### src/rtl/can_tx_sched.sv
module can_tx_sched #(
  parameter int N  = 32,
  parameter int IW = $clog2(N)
) (
  input  logic          clk,
  input  logic          rst_n,
  input  logic [N-1:0]  obj_valid,
  input  logic [N-1:0]  obj_txie,
  input  logic          wr_en,
  input  logic [IW-1:0] wr_idx,
  input  logic          wr_rqst,
  input  logic [N-1:0]  int_clr,
  input  logic          xfer_busy,
  input  logic          sr_ready,
  input  logic          tx_ok,
  input  logic          tx_fail,
  output logic          load,
  output logic [IW-1:0] load_idx,
  output logic [N-1:0]  txrqst,
  output logic [N-1:0]  newdat,
  output logic [N-1:0]  intpnd
);

  logic          inflight;
  logic [IW-1:0] cur;
  logic [N-1:0]  cand, rq_n, nd_n, ip_n;
  logic [IW-1:0] sel;
  logic          done_ok, wr_cur;

  assign cand    = obj_valid & txrqst;
  assign load    = sr_ready && !xfer_busy && !inflight && (|cand);
  assign load_idx = sel;
  assign done_ok = inflight && tx_ok;
  assign wr_cur  = wr_en && (wr_idx == cur);

  always_comb begin
    sel = '0;
    for (int i = N - 1; i >= 0; i--)
      if (cand[i]) sel = i[IW-1:0];
  end

  always_comb begin
    rq_n = txrqst;
    nd_n = newdat;
    ip_n = intpnd & ~int_clr;
    if (done_ok) begin
      if (!newdat[cur] && !wr_cur) rq_n[cur] = 1'b0;
      if (obj_txie[cur]) ip_n[cur] = 1'b1;
    end
    if (load) nd_n[sel] = 1'b0;
    if (wr_en) begin
      nd_n[wr_idx] = 1'b1;
      if (wr_rqst) rq_n[wr_idx] = 1'b1;
    end
  end

  always_ff @(posedge clk) begin
    if (!rst_n) begin
      inflight <= 1'b0;
      cur      <= '0;
      txrqst   <= '0;
      newdat   <= '0;
      intpnd   <= '0;
    end else begin
      txrqst <= rq_n;
      newdat <= nd_n;
      intpnd <= ip_n;
      if (load) begin
        inflight <= 1'b1;
        cur      <= sel;
      end else if (inflight && (tx_ok || tx_fail)) begin
        inflight <= 1'b0;
      end
    end
  end

  assert_load_gate_R2: assert property (@(posedge clk) disable iff (!rst_n)
    load |-> (sr_ready && !xfer_busy));

  assert_load_cand_R3: assert property (@(posedge clk) disable iff (!rst_n)
    load |-> (obj_valid[load_idx] && txrqst[load_idx]));

  assert_prio_R4: assert property (@(posedge clk) disable iff (!rst_n)
    load |-> ((obj_valid & txrqst & ~({N{1'b1}} << load_idx)) == '0));

  assert_newdat_clr_R5: assert property (@(posedge clk) disable iff (!rst_n)
    (load && !(wr_en && wr_idx == load_idx)) |=> !newdat[$past(load_idx)]);

  assert_single_pulse_R10: assert property (@(posedge clk) disable iff (!rst_n)
    load |=> !load);

  assert_hold_until_done_R10: assert property (@(posedge clk) disable iff (!rst_n)
    (inflight && !tx_ok && !tx_fail) |=> !load);

endmodule

### config.mk
export PLATFORM = sky130hd
export DESIGN_NAME = can_tx_sched
export DESIGN_NICKNAME = d
export VERILOG_FILES = /design/src/rtl/can_tx_sched.sv
export SDC_FILE = /design/constraint.sdc
export NUM_CORES = 1
export LEC_CHECK = 0
export ABC_CLOCK_PERIOD_IN_PS = 5200
export CORE_MARGIN = 2
export CORE_UTILIZATION = 56
export CTS_BUF_LIST = sky130_fd_sc_hd__clkbuf_4 sky130_fd_sc_hd__clkbuf_8
export CTS_CLUSTER_DIAMETER = 100
export DETAILED_ROUTE_END_ITERATION = 6
export DONT_BUFFER_PORTS = 1
export HOLD_SLACK_MARGIN = 0.12
export PLACE_DENSITY = 0.75
export SETUP_SLACK_MARGIN = 0.4
export SLEW_MARGIN = 10
export SYNTH_ARGS = -nofsm -noshare
export SYNTH_HDL_FRONTEND = slang
export SYNTH_SLANG_ARGS = --single-unit
### constraint.sdc
create_clock -name clk -period 5.2 [get_ports clk]
set_input_delay 0.52 -clock clk [delete_from_list [all_inputs] [get_ports clk]]
set_output_delay 0.52 -clock clk [all_outputs]
set_load 0.005 [all_outputs]
==> impl_metrics.toml, run 1 <==
[outcome]
status = "finished, final reports clean"

[synthesis]
syn_area_per_cell_um2 = 8.337
syn-cell-area_mm2 = 0.005519
synthMuxAreaShare_pct = 8.297
synth_seq_cells = 102
ys_seq_area_share_pct = 37.00
ys_async_sr_fraction_pct = 0
synth_cells = 662
synth_top_family_by_area = "simple AND/OR/NAND/NOR gates"
synthAdderAreaFrac_pct = 0
synth_xor_area_share_pct = 0.7935
synth_edf_count = 0
synthesis.nets = 771
synth_compound_area_share_pct = 24.60
yosysUniqueCellTypes = 64
synthFlopType = "dfxtp_1"
ys_warn_count = 0
synth-simple-area-share_pct = 25.57

[global_route]
grt_pass1_vias = 4940
busiest_layer = "met2"
grt_util_all_layers_pct = 34.58
overflow = 0
grt_use_met2_pct = 57.09
use_met3_pct = 9.879
globalRouteMet1Util_pct = 40.24
antenna_found_initial = 2
grt_pass1_wl_um = 27410
grt_max_degree = 80

[sta]
final-setup-viol-count = 0
tightest_slew_ns = 1.190
clock_skew_ns = 0.01251
setup_tns_ns = 0
fin_crit_sh_pct = 58.06
max_freq_ghz = 0.3312
rsz0062_at_grt = "no"
slew_headroom_pct = 20.50
finalCriticalPeriod_ns = 3.019
maxSlewViolCount = 0
hold_viol_final = 0

[routing]
viasPerCell = 6.864
vias = 5381
drc_errors = 0
drt_iter0_drc = 509
dr.pass1.iters = 6
detail_route.wl_per_cell_um = 24.02
final_antenna_net_count = 0
wirelength_um = 18830

[clock_network]
numCtsBuffers = 9
cts.sink_count = 102
hold_buffers = 0
cts_tree = "yes"
htreeDepth = 3
clock_latency_ns = 0.38
cts.clk_slew.worst_paths_ns = 0.10
clock-root-buffer = "clkbuf_8"
cts_resized = 0
clk_path_buf_depth = 2
post_cts_buffers = 0

[placed_design]
gp_congestion = 1.012
hpwlAfterDp_um = 13830
io_buffers = 0

[min_path]
hold_path_class = "in -> reg"

[finish]
fin_util_pct = 59.64
area_delta_synth_final_pct = 4.647
final_common_cell = "dfxtp_1"
most-common-layout-cells = "102 x dfxtp_1, 93 x a21oi_1, 75 x nor2_1, 75 x nand2_1, 40 x o21ai_0"
fin_nets = 753
layout-drive-gt1-share_pct = 7.396

[setup_path]
path_delay_family = "compound AO/OA/AOI/OAI gates"
required_ns = 4.68
endpoint_kind = "output port"
critPathSlowestCell = "a221oi_1"
cp_max_fo = 4
critical_path_class = "reg -> out"
start_kind = "register"
crit_arrival_ns = 2.50
path_cells = "nand2_1, a32o_1, a221oi_1, a2111oi_0, nor3_1"
max_stage_delay_ns = 0.57
crit_buf_inv = 0

[power_and_ir_drop]
powerDensity_mw_per_mm2 = 254.3
peakVddDrop_mv = 0.1295
leakage_nw = 1.922

[floorplan]
num_io_pins = 211
die_area_mm2 = 0.01067
core-area_mm2 = 0.009684
fp.dieH_um = 103.3
initial_core_util_pct = 56.99
chipWidth_um = 103.3
rows = 36

[run]
cap_violations = 0
layer usage:
layer / vias up / routed length, um
met4: 0 / 1031
met1: 2517 / 6777
met2: 372 / 8870
met5: - / 0
met3: 71 / 2150
li1: 2421 / -
metrics by stage:
step                      instances  worst slack, ns  cell area [um^2]  hold slack [ns]  power, mW
after floorplan                 662            3.078              5519           0.4745     0.8851
after global placement          766            2.349              5543           0.5046     0.9017
after detailed placement        766            2.279              5543           0.5126     0.9033
after CTS                       782            2.283              5771           0.2610      1.467
after global routing            784            2.141              5776           0.2670      1.508
final                           784            2.181              5776           0.2702      1.469
path summary, 6_finish.rpt:
check / start / slack [ns] / endpoint / cells after the start
worst min register to register: newdat[1]$_SDFF_PN0_ / 0.53 / newdat[1]$_SDFF_PN0_ / 2
worst max-delay path: txrqst[23]$_SDFF_PN0_ / 2.18 / load_idx[0] / 5
worst max register to register: txrqst[14]$_SDFF_PN0_ / 2.30 / newdat[5]$_SDFF_PN0_ / 6
worst min-delay path: rst_n / 0.27 / newdat[24]$_SDFF_PN0_ / 2
where the power goes:
group	internal [mW]	switching [mW]
registers	0.786	0.00764
logic	0.0308	0.0640
clock network	0.279	0.301
total	1.10	0.373
synthesized netlist by cell type, types with 2 or more instances:
cell type | n | area share, %
buf_2 | 3 | 0.27
dfxtp_1 | 102 | 37
nor2_4 | 4 | 0.82
a311oi_1 | 18 | 2.9
nor4_1 | 2 | 0.23
a21oi_1 | 93 | 8.4
a211oi_1 | 10 | 1.4
buf_6 | 2 | 0.41
nor3b_1 | 7 | 0.95
and3b_1 | 3 | 0.48
and2_4 | 2 | 0.32
mux2_2 | 2 | 0.41
inv_1 | 2 | 0.14
nor3_1 | 21 | 1.9
buf_1 | 2 | 0.14
mux4_2 | 4 | 1.6
nand3b_1 | 4 | 0.54
a22o_1 | 9 | 1.4
nand2_1 | 75 | 5.1
nand2b_1 | 3 | 0.34
o31ai_1 | 2 | 0.27
clkbuf_1 | 20 | 1.4
buf_4 | 4 | 0.54
and2_1 | 7 | 0.79
mux4_1 | 12 | 5.7
a22oi_1 | 17 | 2.3
nor2b_1 | 35 | 4.0
and3_1 | 6 | 0.68
mux2i_1 | 3 | 0.54
a31oi_1 | 9 | 1.0
nand3_1 | 18 | 1.6
o211ai_1 | 3 | 0.41
xor2_1 | 4 | 0.63
nand4_1 | 4 | 0.45
a32o_1 | 5 | 0.91
nor2_1 | 75 | 5.1
o21ai_0 | 40 | 3.6
nand4b_1 | 2 | 0.32
dlygate4sd1_1 | 2 | 0.32
and4_4 | 2 | 0.41
state kept, by name, summed over array words and instances (netlist names):
register  flops
newdat       32
cur           5
intpnd       32
txrqst       32
inflight      1
cell type report:
type                            instances  area (um^2)
Multi-Input combinational cell        521         3271
Clock buffer                            9        123.9
Clock inverter                          7        103.9
Antenna cell                            2        5.005
Fill cell                             875         3909
Inverter                                3        11.26
Tap cell                              133        166.4
Sequential cell                       102         2042
Timing Repair Buffer                    7        52.55
cell families after synthesis:
| logic type | count (synthesis) |
|---|---|
| xor gates and xnor gates | 5 |
| buffers and inverters | 39 |
| muxes | 21 |
| DFF | 102 |
| AOI/OAI and AO/OA | 218 |
| and+or+nand+nor | 277 |
Power figures use the tool's default switching activity.
==> run 2: changes to the inputs <==
--- a/config.mk
+++ b/config.mk
@@ -5,7 +5,7 @@
 export SDC_FILE = /design/constraint.sdc
 export NUM_CORES = 1
 export LEC_CHECK = 0
-export ABC_CLOCK_PERIOD_IN_PS = 5200
+export ABC_CLOCK_PERIOD_IN_PS = 2450
 export CORE_MARGIN = 2
 export CORE_UTILIZATION = 56
 export CTS_BUF_LIST = sky130_fd_sc_hd__clkbuf_4 sky130_fd_sc_hd__clkbuf_8
@@ -13,7 +13,7 @@
 export DETAILED_ROUTE_END_ITERATION = 6
 export DONT_BUFFER_PORTS = 1
 export HOLD_SLACK_MARGIN = 0.12
-export PLACE_DENSITY = 0.75
+export PLACE_DENSITY = 0.78
 export SETUP_SLACK_MARGIN = 0.4
 export SLEW_MARGIN = 10
 export SYNTH_ARGS = -nofsm -noshare
==> constraint.sdc (replaced) <==
create_clock -name clk -period 2.45 [get_ports clk]
set_input_delay 0.245 -clock clk [delete_from_list [all_inputs] [get_ports clk]]
set_output_delay 0.245 -clock clk [all_outputs]
set_load 0.005 [all_outputs]
==> run 2 against run 1 <==
Via count increased by 15%; highest routed layer unchanged; utilization increased by 15 points; flip-flop and latch count unchanged; largest cell class unchanged; clock power increased by 88%; sequential power increased by 110%; die area unchanged; first-iteration DRC count increased by 37%; worst hold slack got worse by 0.082 ns; worst setup slack got worse by 2.2 ns; non-clock buffer count increased by 87.
==> impl_metrics.toml, run 2 (synthesis results as in run 1) <==
[floorplan]
fp.dieH_um = 103.3
initial_core_util_pct = 56.99
core-area_mm2 = 0.009684
num_io_pins = 211
chipWidth_um = 103.3
rows = 36
die_area_mm2 = 0.01067

[finish]
multi_input_area_mm2 = 0.003869
nFillCells = 652
final_common_cell = "dfxtp_1"
area_delta_synth_final_pct = 30.45
design_area_mm2 = 0.007199
most-common-layout-cells = "88 x dfxtp_1, 74 x nor2_1, 72 x nand2_1, 47 x a21oi_1, 46 x buf_4"
fin_nets = 840
top_regs = "intpnd: 32 flops, newdat: 32 flops, txrqst: 32 flops"
layout.area.seq_mm2 = 0.002064
layout-drive-gt1-share_pct = 33.97

[placed_design]
dpl_worst_slack_ns = 0.07321
gp_congestion = 1.040
hpwlAfterDp_um = 14700
dpl_cell_area_mm2 = 0.005794
io_buffers = 0

[clock_network]
clock-root-buffer = "clkbuf_8"
clk_path_buf_depth = 2
numCtsBuffers = 9
cts_tree = "yes"
clock_latency_ns = 0.39
htreeDepth = 3
cts.sink_count = 102
cts.clk_slew.worst_paths_ns = 0.11

[setup_path]
worstRegToRegCells = 7
crit_arrival_ns = 2.19
required_ns = 2.20
crit_end = "load_idx[0]"
r2r-start = "txrqst[31]$_SDFF_PN0_"
cp_max_fo = 4
critical_path_class = "reg -> out"
rr_endpoint = "newdat[11]$_SDFF_PN0_"
start_kind = "register"
endpoint_kind = "output port"
r2r_slack_ns = 0.07
cp-startpoint = "txrqst[27]$_SDFF_PN0_"

[sta]
hold_viol_final = 0
tightest_slew_ns = 0.9064
final-setup-viol-count = 0
clock_skew_ns = 0.01630
max_freq_ghz = 0.4104
fin_crit_sh_pct = 99.44
worst_slack_ns = 0.01364
finalCriticalPeriod_ns = 2.436
setup_tns_ns = 0
rsz0062_at_grt = "yes"
holdWs_ns = 0.1880
maxSlewViolCount = 0
slew_headroom_pct = 39.35

[power_and_ir_drop]
comb_power_share_pct = 10.8
powerDensity_mw_per_mm2 = 431.6
switching_share_pct = 28.25
peakVddDrop_mv = 0.2960
p_sw_mw = 0.8777
p_int_mw = 2.230
power_frac_seq_pct = 54.2
clkPwrFrac_pct = 35.0
leakage_nw = 2.421

[outcome]
status = "finished, final reports clean"

[global_route]
overflow = 0
grt_util_all_layers_pct = 38.60
grt_pass1_vias = 5775
grt_max_degree = 49
grt_pass1_wl_um = 30770
antenna_found_initial = 0

[routing]
detail_route.wl_per_cell_um = 26.49
drt_iter0_drc = 699
dr.pass1.iters = 7
drc_errors = 0
final_antenna_net_count = 0
viasPerCell = 7.093
vias = 6171
wirelength_um = 23050

[min_path]
timing.hold.worst.start = "wr_idx[1]"
hold_path_class = "in -> reg"

[run]
cap_violations = 0
[run 2: cell types whose count changed in the layout (fill, tap and decap cells not counted), sizes merged]
cell,delta
bufinv,-2
clkinv,+1
clkinvlp,+1
buf,+52
clkbuf,+1
inv,-1
diode,-1
dlygate4sd3,+35
[run 2: per-layer routing]
| layer | share of wire [%] | vias up | track usage (%) |
|---|---|---|---|
| li1 | - | 2584 | - |
| met1 | 32 | 2855 | 43.20 |
| met2 | 48 | 566 | 66.33 |
| met3 | 13 | 166 | 10.42 |
| met4 | 7.1 | 0 | 21.96 |
| met5 | 0 | - | 0 |
[run 2: critical path, stage by stage (launching register included)]
cell,delay (ns)
dfxtp_2,0.35
a22o_1,0.26
a31oi_4,0.18
o2111ai_4,0.24
a2111oi_4,0.40
buf_4,0.18
nor3_2,0.04
buf_4,0.16
[run 2: area by class of cell]
cell class | instances | area share (%)
antenna | 1 | 0.03476
tap | 133 | 2.311
sequential | 102 | 28.68
inverter | 3 | 0.1564
multi-input combinational | 521 | 53.74
timing repair buffer | 94 | 12.41
clock inverter | 6 | 0.7647
clock buffer | 10 | 1.912
[run 2: how the worst min path moves through the flow]
| stage | endpoint | slack (ns) | cells after the start |
|---|---|---|---|
| 3_5_place_dp | txrqst[24]$_SDFF_PN0_ | 0.39 | 2 |
| 3_3_place_gp | txrqst[22]$_SDFF_PN0_ | 0.39 | 2 |
| 6_report | txrqst[9]$_SDFF_PN0_ | 0.19 | 3 |
| 2_1_floorplan | newdat[28]$_SDFF_PN0_ | 0.38 | 2 |
| 5_1_grt | txrqst[5]$_SDFF_PN0_ | 0.19 | 3 |
| 4_1_cts | txrqst[5]$_SDFF_PN0_ | 0.12 | 3 |
[run 2: stage by stage]
step	util, %	total power [mW]	std cells
6_report	74.34	3.107	870
4_1_cts	70.41	3.043	863
3_3_place_gp	59.83	1.926	796
2_1_floorplan	-	1.878	662
3_5_place_dp	59.83	1.931	796
5_1_grt	74.32	3.172	869
[run 2: power groups by stage]
| stage | Sequential (mW) | Clock, mW | Combinational, mW |
|---|---|---|---|
| floorplan | 1.72 | 0 | 0.163 |
| global placement | 1.72 | 0 | 0.205 |
| detailed placement | 1.72 | 0 | 0.210 |
| CTS | 1.68 | 1.08 | 0.284 |
| global route | 1.68 | 1.14 | 0.350 |
| finish | 1.68 | 1.09 | 0.335 |
[run 2: what timing repair did]
| action | in CTS | in global routing |
|---|---|---|
| hold buffers | 35 | 0 |
| gates cloned | 1 | 0 |
| endpoints found under the setup margin | 105 | 99 |
| setup buffers | 15 | 6 |
| pin swaps | 67 | 38 |
| hold endpoints to repair | 57 | 0 |
| gates resized for setup | 116 | 79 |
==> run 3: changes to the inputs <==
--- a/config.mk
+++ b/config.mk
@@ -13,7 +13,7 @@
 export DETAILED_ROUTE_END_ITERATION = 6
 export DONT_BUFFER_PORTS = 1
 export HOLD_SLACK_MARGIN = 0.12
-export PLACE_DENSITY = 0.78
+export PLACE_DENSITY = 0.74
 export SETUP_SLACK_MARGIN = 0.4
 export SLEW_MARGIN = 10
 export SYNTH_ARGS = -nofsm -noshare
==> run 3 against run 2 <==
Utilization up 0.10 points; critical endpoint unchanged; register-to-register slack better by 0.19 ns; clock power up 4%; sequential share of layout area up 0.12 points; die area unchanged; worst setup slack better by 0.17 ns; global-route usage down 0.39 points; count of clock-buffer cells in the layout up 1.
==> impl_metrics.toml, run 3 (synthesis results as in run 1) <==
[outcome]
status = "finished, final reports clean"

[sta]
rsz0062_at_grt = "yes"
slew_headroom_pct = 45.29
final-setup-viol-count = 0
setup_tns_ns = 0
max_freq_ghz = 0.4405
fin_crit_sh_pct = 92.65
clock_skew_ns = 0.01006
maxSlewViolCount = 0
tightest_slew_ns = 0.8177
finalCriticalPeriod_ns = 2.270
hold_viol_final = 0

[power_and_ir_drop]
p_sw_mw = 0.8074
clkPwrFrac_pct = 36.1
power_mw = 3.125
power_frac_seq_pct = 53.8
switching_share_pct = 25.84
comb_power_share_pct = 10.1
peakVddDrop_mv = 0.3224
p_int_mw = 2.318
leakage_nw = 2.507
powerDensity_mw_per_mm2 = 433.5

[global_route]
grt_pass1_wl_um = 30460
grt_util_all_layers_pct = 38.21
overflow = 0
antenna_found_initial = 0
grt_max_degree = 52
grt_pass1_vias = 5723

[min_path]
hold_path_depth = 3
timing.hold.worst.start = "wr_idx[1]"
hold_path_class = "in -> reg"

[setup_path]
cp_max_fo = 4
endpoint_kind = "output port"
start_kind = "register"
r2r-start = "cur[0]$_SDFFE_PN0P_"
crit_arrival_ns = 2.02
cp-startpoint = "txrqst[23]$_SDFF_PN0_"
critical_path_class = "reg -> out"
required_ns = 2.20
worstRegToRegCells = 7

[routing]
wl_met2_um = 10510
met3WireLength_um = 2225
dr.pass1.iters = 5
drt_iter0_drc = 546
wirelength_um = 21630
final_antenna_net_count = 0
drc_errors = 0
detail_route.wl_per_cell_um = 24.63
vias = 5970
viasPerCell = 6.800
wl_met1_um = 7593
top_layer_used = "met4"

[run]
cap_violations = 0

[clock_network]
cts_tree = "yes"
cts.sink_count = 102
cts.clk_slew.worst_paths_ns = 0.10
htreeDepth = 3
clock-root-buffer = "clkbuf_8"
clock_latency_ns = 0.39
numCtsBuffers = 9
clk_path_buf_depth = 2

[placed_design]
gp_congestion = 0.9739
hpwlAfterDp_um = 14600
io_buffers = 0

[floorplan]
fp.dieH_um = 103.3
chipWidth_um = 103.3
core-area_mm2 = 0.009684
rows = 36
num_io_pins = 211
die_area_mm2 = 0.01067
initial_core_util_pct = 56.99

[finish]
layout.area.seq_mm2 = 0.002076
area_delta_synth_final_pct = 30.63
antenna_cells = 0
most-common-layout-cells = "83 x dfxtp_1, 74 x nor2_1, 73 x nand2_1, 55 x buf_4, 51 x a21oi_1"
nFillCells = 679
layout-drive-gt1-share_pct = 32.89
final_common_cell = "dfxtp_1"
fin_nets = 849
top_regs = "intpnd: 32 flops, newdat: 32 flops, txrqst: 32 flops"
multi_input_area_mm2 = 0.003800
-- run 3: changes by cell type in the layout (fill, tap and decap cells not counted), sizes merged --
| cell | previous run | this run |
|---|---|---|
| bufinv | 0 | 1 |
| diode | 1 | 0 |
| inv | 5 | 3 |
| buf | 59 | 68 |
| clkbuf | 10 | 11 |
-- run 3: stage by stage --
| step | instance area (um^2) | worst slack, ns | util [%] | hold WS (ns) | instances |
|---|---|---|---|---|---|
| finish | 7209 | 0.1800 | 74.44 | 0.1803 | 878 |
| global route | 7209 | 0.1039 | 74.44 | 0.1761 | 878 |
| CTS | 6940 | 0.2013 | 71.67 | 0.1491 | 869 |
| detailed placement | 5832 | 0.01335 | 60.22 | 0.3927 | 801 |
| global placement | 5832 | 0.1315 | 60.22 | 0.3877 | 801 |
| floorplan | 5520 | 0.4337 | - | 0.3833 | 662 |
-- run 3: area by class of cell --
| class | count | area share, % |
|---|---|---|
| timing repair buffer | 103 | 13.21 |
| tap | 133 | 2.308 |
| clock buffer | 11 | 2.013 |
| clock inverter | 5 | 0.8157 |
| inverter | 3 | 0.1562 |
| sequential | 102 | 28.79 |
| multi-input combinational | 521 | 52.71 |
-- run 3: power groups by stage --
| stage | combinational [mW] | clock (mW) | sequential [mW] |
|---|---|---|---|
| floorplan | 0.163 | 0 | 1.72 |
| global placement | 0.209 | 0 | 1.72 |
| detailed placement | 0.211 | 0 | 1.72 |
| CTS | 0.290 | 1.12 | 1.68 |
| global route | 0.334 | 1.19 | 1.68 |
| finish | 0.317 | 1.13 | 1.68 |
-- run 3: final timing paths --
kind	slack (ns)	end
max	0.18	load_idx[0]
min	0.18	txrqst[13]$_SDFF_PN0_
max reg2reg	0.26	txrqst[17]$_SDFF_PN0_
min reg2reg	0.50	txrqst[10]$_SDFF_PN0_
-- run 3: critical path, stage by stage, from the launching register on --
cell	delay, ns
dfxtp_4	0.39
nand2_4	0.05
a32o_2	0.24
a221oi_2	0.24
buf_4	0.19
a2111oi_4	0.07
buf_4	0.16
nor3_2	0.15
buf_4	0.16
-- run 3: routing by layer --
| metal | global-route usage (%) | vias to the layer above |
|---|---|---|
| met4 | 24.80 | 0 |
| met5 | 0 | - |
| met2 | 65.93 | 411 |
| met3 | 10.55 | 95 |
| li1 | - | 2603 |
| met1 | 41.10 | 2861 |
-- run 3: repair_timing --
action / in CTS / in global routing
setup buffers: 16 / 9
gates resized for setup: 129 / 59
gates cloned: 1 / 0
hold buffers: 35 / 0
hold endpoints to repair: 57 / 0
setup endpoints to repair: 102 / 101
pin swaps: 75 / 29
